[config.mk]
export PLATFORM = sky130hd
export DESIGN_NAME = cfg_issue_decoder
export DESIGN_NICKNAME = d
export VERILOG_FILES = /design/src/rtl/cfg_issue_decoder.sv
export SDC_FILE = /design/constraint.sdc
export NUM_CORES = 2
export LEC_CHECK = 0
export CAP_MARGIN = 20
export CORE_UTILIZATION = 30
export CTS_CLUSTER_DIAMETER = 100
export CTS_CLUSTER_SIZE = 24
export DETAILED_ROUTE_END_ITERATION = 10
export SLEW_MARGIN = 10
export SYNTH_ARGS = -nofsm -noshare
export SYNTH_HDL_FRONTEND = slang
export SYNTH_SLANG_ARGS = --single-unit
[constraint.sdc]
create_clock -name clk -period 15.4 [get_ports clk]
set_clock_uncertainty 0.05 [all_clocks]
set_input_delay 4.62 -clock clk [delete_from_list [all_inputs] [get_ports clk]]
set_output_delay 4.62 -clock clk [all_outputs]
set_load 0.01 [all_outputs]
[src/rtl/cfg_issue_decoder.sv]
module cfg_issue_decoder #(
  parameter int INSN_W  = 24,
  parameter int OPC_W   = 8,
  parameter int NUM_CFG = 8,
  parameter int CFG_W   = 128,
  parameter int UNITS   = 8,
  localparam int SEL_W  = $clog2(NUM_CFG),
  localparam int OPND_W = INSN_W - OPC_W - SEL_W
) (
  input  logic              clk,
  input  logic              rst_n,
  input  logic              insn_valid,
  input  logic [INSN_W-1:0] insn,
  input  logic              cfg_we,
  input  logic [SEL_W-1:0]  cfg_waddr,
  input  logic [CFG_W-1:0]  cfg_wdata,
  output logic              bundle_valid,
  output logic [OPC_W-1:0]  bundle_opcode,
  output logic [SEL_W-1:0]  bundle_sel,
  output logic [OPND_W-1:0] bundle_operands,
  output logic [CFG_W-1:0]  bundle_cfg,
  output logic [UNITS-1:0]  unit_en
);

  logic [CFG_W-1:0] cfg_q [NUM_CFG];

  logic [OPC_W-1:0]  dec_opc;
  logic [SEL_W-1:0]  dec_sel;
  logic [OPND_W-1:0] dec_opnd;
  logic              fwd_hit;
  logic [CFG_W-1:0]  sel_cfg;
  logic [UNITS-1:0]  en_next;

  assign dec_opc  = insn[INSN_W-1 -: OPC_W];
  assign dec_sel  = insn[OPND_W +: SEL_W];
  assign dec_opnd = insn[OPND_W-1:0];

  for (genvar g = 0; g < NUM_CFG; g++) begin : g_cfg
    always_ff @(posedge clk) begin
      if (!rst_n)
        cfg_q[g] <= '0;
      else if (cfg_we && cfg_waddr == SEL_W'(g))
        cfg_q[g] <= cfg_wdata;
    end
  end

  assign fwd_hit = cfg_we && (cfg_waddr == dec_sel);
  assign sel_cfg = fwd_hit ? cfg_wdata : cfg_q[dec_sel];
  assign en_next = (dec_opc != '0) ? sel_cfg[UNITS-1:0] : '0;

  always_ff @(posedge clk) begin
    if (!rst_n) begin
      bundle_valid    <= 1'b0;
      bundle_opcode   <= '0;
      bundle_sel      <= '0;
      bundle_operands <= '0;
      bundle_cfg      <= '0;
      unit_en         <= '0;
    end else begin
      bundle_valid <= insn_valid;
      if (insn_valid) begin
        bundle_opcode   <= dec_opc;
        bundle_sel      <= dec_sel;
        bundle_operands <= dec_opnd;
        bundle_cfg      <= sel_cfg;
        unit_en         <= en_next;
      end
    end
  end

  AST_ISSUE_LATENCY: assert property (@(posedge clk) disable iff (!rst_n)
    insn_valid |=> bundle_valid);
  AST_IDLE_NO_ISSUE: assert property (@(posedge clk) disable iff (!rst_n)
    !insn_valid |=> !bundle_valid);
  AST_FIELD_SPLIT: assert property (@(posedge clk) disable iff (!rst_n)
    insn_valid |=> bundle_opcode == $past(insn[23:16]) && bundle_sel == $past(insn[15:13]));
  AST_FORWARD_WRITE: assert property (@(posedge clk) disable iff (!rst_n)
    (insn_valid && cfg_we && cfg_waddr == insn[15:13]) |=> bundle_cfg == $past(cfg_wdata));
  AST_NOP_CLEARS_EN: assert property (@(posedge clk) disable iff (!rst_n)
    (insn_valid && insn[23:16] == '0) |=> unit_en == '0);
  AST_EN_FROM_CFG: assert property (@(posedge clk) disable iff (!rst_n)
    (bundle_valid && bundle_opcode != '0) |-> unit_en == bundle_cfg[UNITS-1:0]);
  AST_HOLD_WHEN_IDLE: assert property (@(posedge clk) disable iff (!rst_n)
    !insn_valid |=> $stable(bundle_cfg) && $stable(bundle_operands) && $stable(unit_en));

endmodule

==> flow_summary.ini <==
[placed_design]
place_inst = 5533
io_buffers = 319
dp_slack_ps = 6730
dp_hpwl_um = 75700
place.gp.congestion = 0.709
placed_cell_area_sq_um = 56600

[power_and_ir_drop]
p_sw_share_pct = 24.1
leakagePower_nw = 20.1
vdd_ir_drop_max_uv = 92.0
switching_power_mw = 1.51
p_seq_share_pct = 60.0
pwr_density_cell_nw_per_um2 = 108
clkPwrFrac_pct = 29.7
p_comb_share_pct = 10.3
cell_internal_pwr_mw = 4.78

[routing]
highest_layer = met5
vias = 28056
detailroute.wirelength.met2_um = 72300
route.detailed.drc = 0
ant_nets = 0
drt-wirelength-per-cell_um = 25.3
vias_per_cell = 4.97
wl_um = 143000
wl_met1_um = 61500
drtIter0Drc = 2654
wl_met3_um = 7060
firstDrtPassIters = 5

[clock_tree]
cts_hold_buf = 0
clock_latency_ps = 720
post_cts_buffers = 0
cts_sinks = 1185
clkSlewWorstSetupHoldPaths_ps = 100
htreeDepth = 2
ctsRootBufferMaster = clkbuf_16
post_cts_resized = 0
clockBufferDepth = 3
cts-buffers-inserted = 60
cts_tree = done

[timing]
layout_min_cycle_time_ps = 7850
max_freq_ghz = 0.127
post-route-period-util_pct = 51.0
slew-limit-headroom_pct = 25.4
rsz0062_at_grt = no
fin_setup_tns_ps = 0
hold_slack_ps = 443
hold_viol = 0
setup_viol = 0
worst_pin_slew_ps = 1120
timing.final.ws_setup_ps = 7550
maxSlewViolCount = 0

[cells_and_area]
multi_input_area_sq_um = 16100
postLayoutCellArea_sq_um = 58400
stdcell_count = 5650
final_nets = 3550
drive_gt1_share_pct = 12.1
synthToLayoutAreaGrowth_pct = 14.6
fillers = 15794
seqCellArea_sq_um = 34000

[floorplan]
dieArea_sq_um = 172000
die_y_um = 414
row_count = 150
boundaryPins = 320
die_x_um = 414
core_area_sq_um = 168000
start_util_pct = 30.4

[critical_path]
cp_max_fo = 64
start_kind = input port
critPathArrivalTime_ps = 8370
crit_required_ps = 15920
crit_path_end_kind = register
worstSetupPathType = in -> reg

[status]
status = finished clean

[global_route]
track_usage_pct = 16.4
grt_pass1_wl_um = 208000
grt_pass1_vias = 29072
antenna_found_initial = 21
grt_start_max_net_pins = 127
grt-ovfl-total = 0

[logic_synthesis]
ys_async_sr_fraction_pct = 0
synth_top_area_share_pct = 60.3
syn_nets = 3345
synth-edff-count = 1024
synthTopCellsByArea = edfxtp_1, and2_1, mux4_2
yosysWarnings = 0
avgSynthCellArea_sq_um = 16.0
yosysSeqAreaShare_pct = 66.6
ys_ff_latch = 1185
postSynthCellCount = 3186
synth-main-ff-cell = edfxtp_1
yosys-top-cells-count = and2_1, edfxtp_1, mux4_2
yosys.area.top_type = edfxtp_1
syn_area_sq_um = 51000
synth_cell_types = 29

[job]
drv_cap = 0

[worst_hold_path]
hold_path.class = reg -> reg
==> kinds of logic (layout without fill, tap and decap cells) <==
logic type,Yosys count,count (layout),synth area share (%)
simple gates,1205,1205,14.1
buf+inv,238,494,2.07
other cells,0,4,0
compound gates,147,147,2.82
xor+xnor,3,3,0.0515
flops,1185,1185,66.6
mux,408,408,14.3
==> layer usage <==
layer	GRT usage, %	vias up
li1	-	12244
met1	21.7	14912
met2	28.4	726
met3	2.34	150
met4	3.16	24
met5	0	-
==> worst paths after layout <==
path | start | end | slack, ps | cells after the start
worst max register to register | cfg_q[4][6] | unit_en[6] | 13510 | 4
worst min-delay path | bundle_cfg[28] | bundle_cfg[28] | 440 | 1
worst min register to register | bundle_cfg[28] | bundle_cfg[28] | 440 | 1
worst max-delay path | insn[14] | bundle_cfg[35] | 7550 | 8
==> area by class of cell <==
class,count,area share [%]
antenna,4,0.0171
clock inverter,13,0.321
tap,2204,4.72
sequential,1185,58.1
multi-input combinational,1763,27.6
timing repair buffer,380,6.33
clock buffer,100,2.90
inverter,1,0.00642
==> worst max-delay path: stages <==
cell     delay [ps]
buf_8           450
buf_4           670
buf_4           830
buf_4           800
mux4_2          420
mux2i_1         140
nor2_1           60
a221o_1         280
==> power groups by stage <==
stage / Sequential [mW] / Clock (mW) / Combinational (mW)
final: 3.78 / 1.87 / 0.649
after global routing: 3.80 / 2.01 / 0.692
after CTS: 3.78 / 1.92 / 0.661
after detailed placement: 3.85 / 0 / 0.659
after global placement: 3.85 / 0 / 0.655
after floorplan: 3.89 / 0 / 0.334
==> stage by stage <==
| step | utilization, % | power (mW) |
|---|---|---|
| finish | 34.8 | 6.29 |
| global route | 34.8 | 6.50 |
| CTS | 34.8 | 6.36 |
| detailed placement | 33.7 | 4.51 |
| global placement | 33.7 | 4.50 |
| floorplan | - | 4.22 |
==> sequential cells by signal, summed over array words and instances (netlist names) <==
signal / flops
bundle_sel: 3
bundle_cfg: 128
bundle_operands: 13
bundle_valid: 1
bundle_opcode: 8
unit_en: 8
cfg_q: 1024
==> placed cells by master, fill, tap and decap left out, types with 4 or more instances in the layout <==
cell type,n
buf_4,58
clkinv_8,4
nor2_1,128
mux4_2,256
clkdlybuf4s50_1,315
edfxtp_1,1024
nor3_1,8
and2_1,1024
a221o_1,136
mux2i_1,152
clkbuf_16,62
clkbuf_1,37
dfxtp_1,161
nor2_4,6
o21ai_4,6
nor2b_1,24
diode_2,4
(Power assumes the default switching activity.)
